[src/rtl/conv_reg_pkg.sv]
`timescale 1ns/1ps
package conv_reg_pkg;

  localparam int FRAME_W    = 16;
  localparam int ADDR_W     = 2;
  localparam int PAY_W      = FRAME_W - ADDR_W;
  localparam int CNT_W      = $clog2(FRAME_W + 1);
  localparam int RES_W      = 12;
  localparam int N_TRIM     = 8;
  localparam int N_CAL      = N_TRIM + 2;
  localparam int CAL_IDX_W  = $clog2(N_CAL);
  localparam int STEP_W     = $clog2(N_TRIM);
  localparam int RDSEL_LSB  = 6;
  localparam int CALSEL_LSB = 8;
  localparam int OFFSET_IDX = N_TRIM;
  localparam int GAIN_IDX   = N_TRIM + 1;

  typedef logic [FRAME_W-1:0] frame_t;
  typedef logic [PAY_W-1:0]   payload_t;

  typedef enum logic [ADDR_W-1:0] {
    WA_NONE = 2'b00,
    WA_TEST = 2'b01,
    WA_CAL  = 2'b10,
    WA_CTRL = 2'b11
  } wr_addr_e;

  typedef enum logic [1:0] {
    RS_RESULT = 2'b00,
    RS_TEST   = 2'b01,
    RS_CAL    = 2'b10,
    RS_STATUS = 2'b11
  } rd_sel_e;

  // first bank index of a calibration group
  function automatic logic [CAL_IDX_W-1:0] cal_base(input logic [1:0] grp);
    case (grp)
      2'b00:   return '0;
      2'b01:   return CAL_IDX_W'(OFFSET_IDX);
      2'b10:   return CAL_IDX_W'(OFFSET_IDX);
      default: return CAL_IDX_W'(GAIN_IDX);
    endcase
  endfunction

  // number of registers in a calibration group
  function automatic logic [STEP_W:0] cal_len(input logic [1:0] grp);
    case (grp)
      2'b00:   return (STEP_W+1)'(N_TRIM);
      2'b01:   return (STEP_W+1)'(2);
      default: return (STEP_W+1)'(1);
    endcase
  endfunction

  function automatic logic [STEP_W-1:0] next_step(input logic [STEP_W-1:0] s,
                                                  input logic [1:0] grp);
    logic [STEP_W:0] nxt;
    nxt = {1'b0, s} + 1'b1;
    if (nxt >= cal_len(grp)) return '0;
    return nxt[STEP_W-1:0];
  endfunction

endpackage

[src/rtl/ser_edge_sync.sv]
`timescale 1ns/1ps
module ser_edge_sync #(
  parameter int STAGES = 2
) (
  input  logic clk,
  input  logic rst_n,
  input  logic sclk,
  input  logic cs_n,
  input  logic sdi,
  output logic sclk_rise,
  output logic sclk_fall,
  output logic cs_act,
  output logic cs_start,
  output logic sdi_s
);

  logic [STAGES-1:0] sclk_q, sclk_d;
  logic [STAGES-1:0] csn_q,  csn_d;
  logic [STAGES-1:0] sdi_q,  sdi_d;
  logic              sclk_prev_q, act_prev_q;

  // equal-depth pipes keep data aligned with the clock it rides on
  always_comb begin
    sclk_d = {sclk_q[STAGES-2:0], sclk};
    csn_d  = {csn_q[STAGES-2:0],  cs_n};
    sdi_d  = {sdi_q[STAGES-2:0],  sdi};
  end

  always_ff @(posedge clk or negedge rst_n) begin
    if (!rst_n) begin
      sclk_q      <= '0;
      csn_q       <= '1;
      sdi_q       <= '0;
      sclk_prev_q <= 1'b0;
      act_prev_q  <= 1'b0;
    end else begin
      sclk_q      <= sclk_d;
      csn_q       <= csn_d;
      sdi_q       <= sdi_d;
      sclk_prev_q <= sclk_q[STAGES-1];
      act_prev_q  <= cs_act;
    end
  end

  assign sclk_rise = sclk_q[STAGES-1] & ~sclk_prev_q;
  assign sclk_fall = ~sclk_q[STAGES-1] & sclk_prev_q;
  assign cs_act    = ~csn_q[STAGES-1];
  assign cs_start  = cs_act & ~act_prev_q;
  assign sdi_s     = sdi_q[STAGES-1];

endmodule

[src/rtl/frame_rx.sv]
`timescale 1ns/1ps
module frame_rx
  import conv_reg_pkg::*;
(
  input  logic   clk,
  input  logic   rst_n,
  input  logic   sclk_rise,
  input  logic   cs_act,
  input  logic   sdi_s,
  output logic   commit,
  output frame_t frame_word
);

  logic [CNT_W-1:0] cnt_q, cnt_d;
  frame_t           sh_q, sh_d;
  logic             commit_q, commit_d;

  always_comb begin
    cnt_d    = cnt_q;
    sh_d     = sh_q;
    commit_d = 1'b0;
    if (!cs_act) begin
      cnt_d = '0;
    end else if (sclk_rise && (cnt_q < CNT_W'(FRAME_W))) begin
      sh_d     = {sh_q[FRAME_W-2:0], sdi_s};
      cnt_d    = cnt_q + 1'b1;
      commit_d = (cnt_q == CNT_W'(FRAME_W - 1));
    end
  end

  always_ff @(posedge clk or negedge rst_n) begin
    if (!rst_n) begin
      cnt_q    <= '0;
      sh_q     <= '0;
      commit_q <= 1'b0;
    end else begin
      cnt_q    <= cnt_d;
      sh_q     <= sh_d;
      commit_q <= commit_d;
    end
  end

  assign commit     = commit_q;
  assign frame_word = sh_q;

  // bit counter saturates at one frame
  a_r1_count_bounded: assert property (@(posedge clk) disable iff (!rst_n)
    cnt_q <= CNT_W'(FRAME_W));

  // one commit pulse per frame
  a_r1_commit_isolated: assert property (@(posedge clk) disable iff (!rst_n)
    commit_q |=> !commit_q);

  // a commit needs an active frame
  a_r2_commit_in_frame: assert property (@(posedge clk) disable iff (!rst_n)
    commit_q |-> $past(cs_act));

endmodule

[src/rtl/reg_bank.sv]
`timescale 1ns/1ps
module reg_bank
  import conv_reg_pkg::*;
(
  input  logic             clk,
  input  logic             rst_n,
  input  logic             commit,
  input  frame_t           frame_word,
  input  logic             cs_start,
  input  logic [RES_W-1:0] conv_result,
  input  frame_t           status_word,
  output frame_t           rd_word
);

  payload_t                        ctrl_q, ctrl_d;
  payload_t                        test_q, test_d;
  logic [N_CAL-1:0][PAY_W-1:0]     cal_q,  cal_d;
  logic [STEP_W-1:0]               step_q, step_d;
  rd_sel_e                         frame_rd_q, frame_rd_d;

  wr_addr_e             addr;
  payload_t             pay;
  logic [1:0]           cal_grp;
  rd_sel_e              rd_sel;
  logic [CAL_IDX_W-1:0] cal_idx;

  assign addr    = wr_addr_e'(frame_word[FRAME_W-1 -: ADDR_W]);
  assign pay     = frame_word[PAY_W-1:0];
  assign cal_grp = ctrl_q[CALSEL_LSB +: 2];
  assign rd_sel  = rd_sel_e'(ctrl_q[RDSEL_LSB +: 2]);
  assign cal_idx = cal_base(cal_grp) + CAL_IDX_W'(step_q);

  always_comb begin
    ctrl_d     = ctrl_q;
    test_d     = test_q;
    cal_d      = cal_q;
    step_d     = step_q;
    frame_rd_d = cs_start ? rd_sel : frame_rd_q;
    if (commit) begin
      case (addr)
        WA_TEST: test_d         = pay;
        WA_CAL:  cal_d[cal_idx] = pay;
        WA_CTRL: ctrl_d         = pay;
        default: ;
      endcase
      if (addr == WA_CTRL)
        step_d = '0;
      else if ((addr == WA_CAL) || (frame_rd_q == RS_CAL))
        step_d = next_step(step_q, cal_grp);
    end
  end

  always_ff @(posedge clk or negedge rst_n) begin
    if (!rst_n) begin
      ctrl_q     <= '0;
      test_q     <= '0;
      cal_q      <= '0;
      step_q     <= '0;
      frame_rd_q <= RS_RESULT;
    end else begin
      ctrl_q     <= ctrl_d;
      test_q     <= test_d;
      cal_q      <= cal_d;
      step_q     <= step_d;
      frame_rd_q <= frame_rd_d;
    end
  end

  always_comb begin
    case (rd_sel)
      RS_RESULT: rd_word = {{(FRAME_W-RES_W){1'b0}}, conv_result};
      RS_TEST:   rd_word = {{ADDR_W{1'b0}}, test_q};
      RS_CAL:    rd_word = {{ADDR_W{1'b0}}, cal_q[cal_idx]};
      default:   rd_word = status_word;
    endcase
  end

  // null address leaves the whole bank untouched
  a_r3_null_addr_holds: assert property (@(posedge clk) disable iff (!rst_n)
    (commit && addr == WA_NONE) |=> ($stable(ctrl_q) && $stable(test_q) && $stable(cal_q)));

  // test write lands its payload
  a_r4_test_takes_payload: assert property (@(posedge clk) disable iff (!rst_n)
    (commit && addr == WA_TEST) |=> (test_q == $past(frame_word[PAY_W-1:0])));

  // control changes only on its own commit
  a_r5_ctrl_only_on_commit: assert property (@(posedge clk) disable iff (!rst_n)
    !(commit && addr == WA_CTRL) |=> $stable(ctrl_q));

  // pointer stays inside the selected group
  a_r8_step_in_group: assert property (@(posedge clk) disable iff (!rst_n)
    ({1'b0, step_q} < cal_len(ctrl_q[CALSEL_LSB +: 2])));

  // control write restarts the pointer
  a_r8_ctrl_resets_step: assert property (@(posedge clk) disable iff (!rst_n)
    (commit && addr == WA_CTRL) |=> (step_q == '0));

endmodule

[src/rtl/tx_shift.sv]
`timescale 1ns/1ps
module tx_shift
  import conv_reg_pkg::*;
(
  input  logic   clk,
  input  logic   rst_n,
  input  logic   cs_start,
  input  logic   cs_act,
  input  logic   sclk_fall,
  input  frame_t load_word,
  output logic   sdo
);

  frame_t q, d;

  always_comb begin
    d = q;
    if (cs_start)
      d = load_word;
    else if (!cs_act)
      d = '0;
    else if (sclk_fall)
      d = {q[FRAME_W-2:0], 1'b0};
  end

  always_ff @(posedge clk or negedge rst_n) begin
    if (!rst_n) q <= '0;
    else        q <= d;
  end

  assign sdo = q[FRAME_W-1];

  // output holds between falling edges inside a frame
  a_r9_hold_between_falls: assert property (@(posedge clk) disable iff (!rst_n)
    (cs_act && !cs_start && !sclk_fall) |=> $stable(sdo));

  // output low while no frame is active
  a_r10_idle_low: assert property (@(posedge clk) disable iff (!rst_n)
    !cs_act |=> !sdo);

endmodule

[src/rtl/conv_reg_port.sv]
`timescale 1ns/1ps
module conv_reg_port
  import conv_reg_pkg::*;
#(
  parameter int SYNC_STAGES = 2
) (
  input  logic             clk,
  input  logic             rst_n,
  input  logic             sclk,
  input  logic             cs_n,
  input  logic             sdi,
  input  logic [RES_W-1:0] conv_result,
  input  logic [FRAME_W-1:0] status_word,
  output logic             sdo
);

  logic [1:0] rst_pipe_q;
  logic       rst_core_n;

  // asynchronous assert, synchronous release
  always_ff @(posedge clk or negedge rst_n) begin
    if (!rst_n) rst_pipe_q <= '0;
    else        rst_pipe_q <= {rst_pipe_q[0], 1'b1};
  end
  assign rst_core_n = rst_pipe_q[1];

  logic   sclk_rise, sclk_fall, cs_act, cs_start, sdi_s;
  logic   commit;
  frame_t frame_word, rd_word;

  ser_edge_sync #(.STAGES(SYNC_STAGES)) u_sync (
    .clk       (clk),
    .rst_n     (rst_core_n),
    .sclk      (sclk),
    .cs_n      (cs_n),
    .sdi       (sdi),
    .sclk_rise (sclk_rise),
    .sclk_fall (sclk_fall),
    .cs_act    (cs_act),
    .cs_start  (cs_start),
    .sdi_s     (sdi_s)
  );

  frame_rx u_rx (
    .clk        (clk),
    .rst_n      (rst_core_n),
    .sclk_rise  (sclk_rise),
    .cs_act     (cs_act),
    .sdi_s      (sdi_s),
    .commit     (commit),
    .frame_word (frame_word)
  );

  reg_bank u_bank (
    .clk         (clk),
    .rst_n       (rst_core_n),
    .commit      (commit),
    .frame_word  (frame_word),
    .cs_start    (cs_start),
    .conv_result (conv_result),
    .status_word (status_word),
    .rd_word     (rd_word)
  );

  tx_shift u_tx (
    .clk       (clk),
    .rst_n     (rst_core_n),
    .cs_start  (cs_start),
    .cs_act    (cs_act),
    .sclk_fall (sclk_fall),
    .load_word (rd_word),
    .sdo       (sdo)
  );

endmodule

[config.mk]
export PLATFORM = sky130hd
export DESIGN_NAME = conv_reg_port
export DESIGN_NICKNAME = d
export VERILOG_FILES = /design/src/rtl/conv_reg_pkg.sv /design/src/rtl/ser_edge_sync.sv /design/src/rtl/frame_rx.sv /design/src/rtl/reg_bank.sv /design/src/rtl/tx_shift.sv /design/src/rtl/conv_reg_port.sv
export SDC_FILE = /design/constraint.sdc
export NUM_CORES = 1
export LEC_CHECK = 0
export ABC_AREA = 1
export BUFFER_PORTS_ARGS = -buffer_cell sky130_fd_sc_hd__buf_2
export CAP_MARGIN = 20
export CORE_ASPECT_RATIO = 0.9
export CORE_MARGIN = 8
export CORE_UTILIZATION = 60
export DETAILED_ROUTE_END_ITERATION = 16
export PLACE_DENSITY_LB_ADDON = 0.1
export REMOVE_ABC_BUFFERS = 1
export SLEW_MARGIN = 10
export SYNTH_ARGS = -nofsm -noshare
export SYNTH_HDL_FRONTEND = slang
export SYNTH_SLANG_ARGS = --single-unit
[constraint.sdc]
create_clock -name clk -period 8.3 [get_ports clk]
set_clock_uncertainty 0.2 [all_clocks]
set_input_delay 1.245 -clock clk [delete_from_list [all_inputs] [get_ports clk]]
set_output_delay 1.245 -clock clk [all_outputs]
set_load 0.02 [all_outputs]
# Word level (Yosys, flattened, before mapping)
# Cells that the tools add are included.
# op_classes
eq_ne	9
n_reduce_logical	14
muxes	26
n_bitwise	7
magnitude_cmp	4
add_sub_neg	3
# ops
operator	count
140-bit bitwise mux	1
14-bit binary-select mux with 4-bit select	1
14-bit demux with 4-bit select	1
16-bit two-way mux	3
16-bit case mux with 3 select lines	1
14-bit two-way mux	2
4-bit case mux with 2 select lines	2
3-bit two-way mux	4
4-bit two-way mux	3
2-bit equality test (second input constant)	5
5-bit two-way mux	2
2-bit AND reduction	5
2-bit by 1-bit equality test with 1-bit output (second input constant)	3
1-bit two-way mux	6
5-bit by 1-bit adder with 5-bit output (second input constant)	1
5-bit by 4-bit equality test with 1-bit output (second input constant)	1
4-bit by 5-bit less-than comparator with 1-bit output (second input constant)	1
5-bit less-than comparator (second input constant)	1
3-bit by 1-bit adder with 4-bit output (second input constant)	1
4-bit by 3-bit adder with 4-bit output	1
4-bit by 1-bit >= comparator with 1-bit output (second input constant)	1
4-bit >= comparator	1
2-bit zero test	2
1-bit NOT	4
6 further kinds	10
# word_totals
word_cells	87
ff_bits	217
input_bits	33

# Logic depth before layout (Yosys ltp)
# Gate-level depths: netlist of run 1.
# logic_depth
word_depth	13
depth_mapped	18
ltp_nobuf	14

# By module
# From an unflattened synthesis of run 1, not the netlist that was laid out.
# unflattened
hier_cells	1277
hier_area_um2	10356.2
# modules_own_cells
module	seq_area_each_um2	n_inst	cells_each	area_each_um2
reg_bank	4078.9	1	1039	8259.2
frame_rx	550.5	1	101	922.1
tx_shift	400.4	1	120	895.9
ser_edge_sync	202.7	1	14	225.2
conv_reg_port	50.0	1	3	53.8

# Worst setup path before layout of run 1
# No wires, ideal clock.
# synth_timing
kind	register to register
startpoint	reg u_bank.step_q[0]
endpoint	reg u_tx.q[0]
n_path_buf	4
path_stages_with_launch	18
setup_ns	0.117
arrival_ns	2.366
setup_slack_ns	5.618
period_less_slack_ns	2.682
required_ns	7.983
path_cell_list	dfrtp_1 -> nand3_2 -> buf_4 -> buf_2 -> inv_1 -> ha_1 -> buf_2 -> inv_2 -> nand3_4 -> buf_2 -> nor2_1 -> nor2_1 -> o211ai_1 -> nand3_1 -> nand2_1 -> nand2_1 -> nand2_1 -> nand2_1
# synth_between
elab_chain_len	5
# synth_rtl
item	line_no	rtl
from (decl)	reg_bank.sv:18	logic [STEP_W-1:0] step_q, step_d;
from (signal assigned)	reg_bank.sv:64	step_q <= step_d;
4-bit by 3-bit adder with 4-bit output	reg_bank.sv:31	assign cal_idx = cal_base(cal_grp) + CAL_IDX_W'(step_q);
14-bit binary-select mux with 4-bit select	reg_bank.sv:73	RS_CAL: rd_word = {{ADDR_W{1'b0}}, cal_q[cal_idx]};
14-bit two-way mux (not written as such)	reg_bank.sv:73	
16-bit case mux with 3 select lines	reg_bank.sv:70	case (rd_sel)
16-bit two-way mux	tx_shift.sv:18	if (cs_start)
to (signal assigned)	tx_shift.sv:27	if (!rst_n) q <= '0;
to (signal assigned)	tx_shift.sv:28	else q <= d;
to (decl)	tx_shift.sv:14	frame_t q, d;
# Every way passes these cells. The select of a mux whose other input is x is not followed.
# A chain may end at the register's enable or synchronous reset.

# Final worst setup path of run 1
# layout_timing
startpoint	reg u_bank.step_q[0]
endpoint	reg u_tx.q[8]
# The elaborated chain is that of the path after synthesis.

==> results of run 1 <==
==> metal layers <==
layer	wire length (um)	vias to the layer above	share of wire, %
met3	1190	43	4.8
met5	0	-	0
li1	-	3919	-
met4	619	0	2.5
met1	11300	3836	46
met2	11500	239	47
==> through the flow <==
step	power, mW	instances	utilization [%]	hold WS (ns)	instance area (um^2)
2_1_floorplan	1.13	1157	-	0.131	9620
3_3_place_gp	1.18	1403	62.1	0.132	10100
3_5_place_dp	1.18	1403	62.1	0.136	10100
4_1_cts	2.13	1441	66.5	0.150	10800
5_1_grt	2.18	1442	66.6	0.161	10800
6_report	2.12	1442	66.6	0.149	10800
==> worst register-to-register path, cell delays in order, from the launching register on <==
cell and delay [ns]:
dfrtp_1 0.43, nand3_2 0.63, inv_1 0.21, ha_1 0.53, inv_2 0.45, nand3_4 0.30, inv_2 0.35, nand2_1 0.08
nand2_1 0.07, nand2_1 0.05, nand3_1 0.11, nand2_1 0.06, nand2_1 0.09, nand2_1 0.06, a21oi_2 0.11
==> power groups by stage <==
stage                     Clock [mW]  Combinational [mW]  Sequential [mW]
after CTS                      0.970              0.0940             1.07
after global placement             0              0.0932             1.08
after global routing            1.01               0.104             1.07
after floorplan                    0              0.0432             1.09
final                          0.961              0.0926             1.07
after detailed placement           0              0.0938             1.08
==> sequential cells by signal, indices dropped and copies added, names as in the netlist, 3 cells and up <==
signal	count
u_rx.cnt_q	5
u_bank.ctrl_q	4
u_bank.cal_q	140
u_tx.q	16
u_rx.frame_word	16
u_bank.test_q	14
u_bank.step_q	3
==> Yosys cell counts (all sizes together) <==
master    n
o22ai     2
a221oi   11
o211ai    1
nand3    63
clkinv    1
a22o      3
nand2   386
o31ai     1
nor2    140
a21oi    19
nand4     5
conb      1
xor2      2
nor3      5
inv      86
xnor2     1
and2      1
a31oi     2
buf      31
dfstp     2
ha        7
o21ai   191
clkbuf   40
dfrtp   209
nand3b   16
a21boi    1
or2       1
==> worst max path at each step <==
stage	start	to	slack, ns
global placement	u_bank.step_q[0]	u_tx.q[13]	4.66
floorplan	rst_pipe_q[1]	u_bank.cal_q[0]	1.79
global route	u_bank.ctrl_q[9]	u_tx.q[8]	4.15
detailed placement	u_bank.step_q[0]	u_tx.q[8]	4.55
CTS	u_bank.step_q[0]	u_tx.q[8]	4.54
finish	u_bank.step_q[0]	u_tx.q[8]	4.49
==> area by class of cell <==
cell class,count,area (um^2)
multi-input combinational,859,4010
fill,1406,5430
sequential,211,5290
timing repair buffer,40,218
tap,207,259
clock buffer,35,689
clock inverter,3,26.3
inverter,87,328
==> kinds of logic after synthesis <==
logic type      Yosys count  synth area share, %
flops                   211                 52.8
fa+ha+maj                 7                0.876
compound gates          231                 12.8
buf+inv                 158                 7.13
other cells               1               0.0375
simple gates            617                 26.1
xor+xnor                  3                0.263
==> flow_metrics.env, run 1 <==
export IMPL_yosys_area_top_type="dfrtp_1"
export IMPL_ctsLongestPathBuffers=3
export IMPL_critical_path_class="flop to flop"
export IMPL_place_gp_congestion=0.893
export IMPL_core_um2=16200
export IMPL_crit_slowest_cell="nand3_2"
export IMPL_cp_max_fo=31
export IMPL_num_nets_final=1261
export IMPL_r2r_slack_ns=4.49
export IMPL_dp_hpwl_mm=16.3
export IMPL_critical_path_top_delay_family="simple AND/OR/NAND/NOR gates"
export IMPL_ir_drop_mv=0.194
export IMPL_clkPwrFrac_pct=45.3
export IMPL_drive_gt1_share_pct=9.80
export IMPL_p_comb_share_pct=4.4
export IMPL_avgSynthCellArea_um2=8.15
export IMPL_drc_errors=0
export IMPL_die_height_um=138
export IMPL_rsz0062_at_grt="no"
export IMPL_fmax_mhz=263
export IMPL_syn2layout_area_growth_pct=8.13
export IMPL_worst_r2r_endpoint="u_tx.q[8]"
export IMPL_drtIter0Drc=743
export IMPL_via_per_inst=5.57
export IMPL_ys_types=42
export IMPL_io_pins=34
export IMPL_cts_tree="built"
export IMPL_postRouteAntennaNets=0
export IMPL_cp_arrival_ns=4.03
export IMPL_post_cts_setup_buffers=0
export IMPL_path_common_cell="nand2_1"
export IMPL_post_cts_resized=0
export IMPL_syn_cell_area_um2=10000
export IMPL_final_common_cell="nand2_1"
export IMPL_switching_share_pct=22.9
export IMPL_io_buffers=33
export IMPL_setup_slack_ns=4.49
export IMPL_cts_sinks=211
export IMPL_max_stage_delay_ns=0.63
export IMPL_power_switching_uw=484
export IMPL_die_w_um=152
export IMPL_min_to="u_sync.sclk_q[1]"
export IMPL_synth_cells=1228
export IMPL_overflow=0
export IMPL_leakagePower_nw=5.19
export IMPL_finalCritPeriodShare_pct=45.8
export IMPL_die_area_um2=21100
export IMPL_seq_area_frac_synth_pct=52.8
export IMPL_grt_usage_pct=23.4
export IMPL_clock_latency_ns=0.51
export IMPL_use_met1_pct=32.4
export IMPL_use_met2_pct=37.9
export IMPL_antenna_found_initial=0
export IMPL_period_minus_slack_ns=3.81
export IMPL_root_buffer="clkbuf_16"
export IMPL_num_antenna_cells=0
export IMPL_crit_buf_inv=3
export IMPL_first_global_vias=7678
export IMPL_grt_max_degree=79
export IMPL_drv_slew=0
export IMPL_crit_path_start_kind="flop"
export IMPL_cts_made_buffers=22
export IMPL_hp_start="u_sync.sclk_q[0]"
export IMPL_rr_worst_depth=14
export IMPL_worstPathCellList="nand3_2 > inv_1 > ha_1 > inv_2 > nand3_4 > inv_2 > nand2_1 > nand2_1 > nand2_1 > nand3_1 > nand2_1 > nand2_1 > nand2_1 > a21oi_2"
export IMPL_slew_headroom_pct=29.5
export IMPL_fin_setup_tns_ns=0
export IMPL_holdPathStages=0
export IMPL_rows=44
export IMPL_end_kind="flop"
export IMPL_grt_busiest_layer="met2"
export IMPL_final_hold_viol_count=0
export IMPL_wl_per_cell_um=17.1
export IMPL_p_int_mw=1.63
export IMPL_start_util_pct=61.6
export IMPL_tightest_slew_ns=1.05
export IMPL_power_density_nw_per_um2=196
export IMPL_grt_use_met3_pct=3.18
export IMPL_worstPathRequired_ns=8.52
export IMPL_cts_max_level=1
export IMPL_ys_top_cells_by_area="dfrtp_1 (52%), nand2_1 (14%), o21ai_0 (8.9%)"
export IMPL_layout_common_cells="nand2_1 (373), dfrtp_1 (208), o21ai_0 (177), nor2_1 (135), inv_1 (81)"
export IMPL_run_status="completed"
export IMPL_synth_seq_cells=211
export IMPL_path_depth=14
export IMPL_synth_top_cell_area_share_pct=52.3
export IMPL_drt_total_wl_mm=24.6
export IMPL_clk_pin_slew_ns=0.06
export IMPL_maxCapViolCount=0
export IMPL_hold_path_class="flop to flop"
export IMPL_synth_warnings=0
export IMPL_firstDrtPassIters=5
export IMPL_r2r_start="u_bank.step_q[0]"
export IMPL_finalSetupViolations=0
export IMPL_vias=8037
export IMPL_dpl_worst_slack_ns=4.55
export IMPL_pwr_share_seq_pct=50.3
export IMPL_cts_hold_buf=0
export IMPL_grt_pass1_wl_mm=40.3
(Power assumes the default switching activity.)
==> inputs of run 2 (changes only) <==
Settings changed: ABC_AREA 1 to 0.
Clock period 8.3 ns to 3.7 ns, I/O delays scaled along.
==> flow_metrics.env, run 2 <==
export IMPL_largest_reg_flops=140
export IMPL_synthArstFlopShare_pct=100
export IMPL_end_kind="flop"
export IMPL_vias=6358
export IMPL_clock_latency_ns=0.51
export IMPL_r2r_slack_ns=0.49
export IMPL_slew_headroom_pct=32.0
export IMPL_leakagePower_nw=5.50
export IMPL_holdPathStages=3
export IMPL_finalSetupViolations=0
export IMPL_rsz0062_at_grt="no"
export IMPL_io_pins=34
export IMPL_drive_gt1_share_pct=21.5
export IMPL_cp_max_fo=18
export IMPL_overflow=0
export IMPL_rows=44
export IMPL_setup_slack_ns=0.486
export IMPL_use_met1_pct=34.9
export IMPL_root_buffer="clkbuf_16"
export IMPL_drtIter0Drc=458
export IMPL_wl_per_cell_um=24.1
export IMPL_worstPathRequired_ns=3.88
export IMPL_num_antenna_cells=0
export IMPL_cts_made_buffers=22
export IMPL_yosys_area_top_type="dfrtp_1"
export IMPL_synth_edf_count=0
export IMPL_top_register="u_bank.cal_q"
export IMPL_core_um2=16100
export IMPL_rr_worst_depth=5
export IMPL_hold_path_class="input port to flop"
export IMPL_die_height_um=138
export IMPL_final_common_cell="dfrtp_1"
export IMPL_dp_hpwl_mm=15.9
export IMPL_finalCritPeriodShare_pct=86.9
export IMPL_worstPathCellList="and3_1 > ha_1 > o21ai_2 > nand2_1 > mux2_1"
export IMPL_crit_path_start_kind="flop"
export IMPL_synth_top_cell_area_share_pct=52.8
export IMPL_cts_max_level=1
export IMPL_syn2layout_area_growth_pct=11.1
export IMPL_power_density_nw_per_um2=447
export IMPL_maxCapViolCount=0
export IMPL_max_stage_delay_ns=0.68
export IMPL_synth_seq_cells=211
export IMPL_synthFlopType="dfrtp_1"
export IMPL_avgSynthCellArea_um2=13.0
export IMPL_ctsLongestPathBuffers=3
export IMPL_grt_max_degree=89
export IMPL_cp_arrival_ns=3.40
export IMPL_cts_tree="built"
export IMPL_start_util_pct=61.4
export IMPL_run_status="completed"
export IMPL_grt_busiest_layer="met2"
export IMPL_grt_usage_pct=24.2
export IMPL_critical_path_class="flop to flop"
export IMPL_firstDrtPassIters=5
export IMPL_endpoint="u_bank.cal_q[67]"
export IMPL_num_nets_final=819
export IMPL_period_minus_slack_ns=3.21
export IMPL_critical_path_top_delay_family="simple AND/OR/NAND/NOR gates"
export IMPL_antenna_found_initial=0
export IMPL_first_global_vias=6651
export IMPL_seq_area_frac_synth_pct=53.3
export IMPL_tightest_slew_ns=1.02
export IMPL_worst_r2r_endpoint="u_bank.cal_q[67]"
export IMPL_grt_use_met3_pct=4.37
export IMPL_layout_common_cells="dfrtp_1 (208), mux2_1 (126), nand2_1 (61), mux2_2 (50), o21ai_0 (48)"
export IMPL_startpoint="u_bank.step_q[0]"
export IMPL_synth_most_common_cell="dfrtp_1"
export IMPL_r2r_start="u_bank.step_q[0]"
export IMPL_ir_drop_mv=0.380
export IMPL_ys_top_cells_by_area="dfrtp_1 (53%), mux2_1 (14%), mux4_2 (6.4%)"
export IMPL_die_w_um=151
export IMPL_die_area_um2=20900
export IMPL_crit_buf_inv=0
export IMPL_dpl_worst_slack_ns=0.534
export IMPL_synth_warnings=0
export IMPL_synth_cells=761
export IMPL_synth_common_cells="dfrtp_1 (209), mux2_1 (126), nand2_1 (61), mux2_2 (50), o21ai_0 (48)"
export IMPL_drc_errors=0
export IMPL_clk_pin_slew_ns=0.06
export IMPL_cts_sinks=211
export IMPL_drt_total_wl_mm=24.1
export IMPL_fmax_mhz=311
export IMPL_post_cts_resized=0
export IMPL_via_per_inst=6.36
export IMPL_finalCoreUtilization_pct=68.2
export IMPL_ys_types=49
export IMPL_path_depth=5
export IMPL_syn_cell_area_um2=9910
export IMPL_crit_slowest_cell="nand2_1"
export IMPL_io_buffers=33
export IMPL_place_gp_congestion=0.839
export IMPL_use_met2_pct=37.1
export IMPL_final_hold_viol_count=0
export IMPL_grt_pass1_wl_mm=38.4
export IMPL_postRouteAntennaNets=0
export IMPL_drv_slew=0
run 2: final cells by class:
cell class | count | area [um^2]
multi-input combinational | 482 | 4350
tap | 207 | 259
clock buffer | 33 | 662
clock inverter | 4 | 56.3
timing repair buffer | 54 | 358
sequential | 211 | 5290
inverter | 8 | 30.0
fill | 1189 | 5130
run 2: kinds of logic (layout without fill, tap and decap cells):
kind of cell / after synthesis / count (layout) / share of synthesized area (%)
compound gates: 101 / 101 / 6.33
xor+xnor: 6 / 6 / 0.682
fa+ha+maj: 7 / 7 / 0.884
buf+inv: 68 / 99 / 2.87
flops: 211 / 211 / 53.3
mux: 233 / 233 / 29.3
other cells: 1 / 1 / 0.0378
simple gates: 134 / 134 / 6.59
run 2: power by group:
| group | total [mW] | leakage [nW] | switching [mW] | internal (mW) |
|---|---|---|---|---|
| registers | 2.56 | 2.90 | 0.195 | 2.36 |
| logic | 0.183 | 2.24 | 0.0937 | 0.0896 |
| clock network | 2.18 | 0.355 | 0.882 | 1.30 |
run 2: metrics by stage:
stage,setup TNS (ns),total power [mW],instances,cell area [um^2],hold WS (ns)
global placement,0,2.77,958,10200,0.134
CTS,0,4.95,999,11000,0.107
finish,0,4.92,999,11000,0.113
global route,0,5.08,999,11000,0.122
floorplan,-585.46,2.62,701,9650,0.0594
detailed placement,0,2.78,958,10200,0.136
run 2: worst min-delay path by stage:
stage / start / to / slack (ns)
final: status_word[15] / u_tx.q[15] / 0.11
after global routing: status_word[15] / u_tx.q[15] / 0.12
after CTS: status_word[15] / u_tx.q[15] / 0.11
after detailed placement: rst_n / rst_pipe_q[0] / 0.14
after global placement: u_sync.sdi_q[0] / u_sync.sdi_q[1] / 0.13
after floorplan: rst_n / rst_pipe_q[0] / 0.06
run 2: worst register-to-register path: stages, from the launching register on:
cell and delay [ns]:
dfrtp_1 0.54, and3_1 0.27, ha_1 0.23, o21ai_2 0.65
nand2_1 0.68, mux2_1 0.53
run 2: timing repair:
action,4_1_cts,5_1_grt
hold buffers,4,0
setup buffers,0,0
hold endpoints to repair,5,0
run 2: per-layer routing:
layer | routed length (um) | vias to the layer above
li1 | - | 2793
met1 | 10900 | 3343
met2 | 11200 | 180
met3 | 1370 | 42
met4 | 636 | 0
met5 | 0 | -
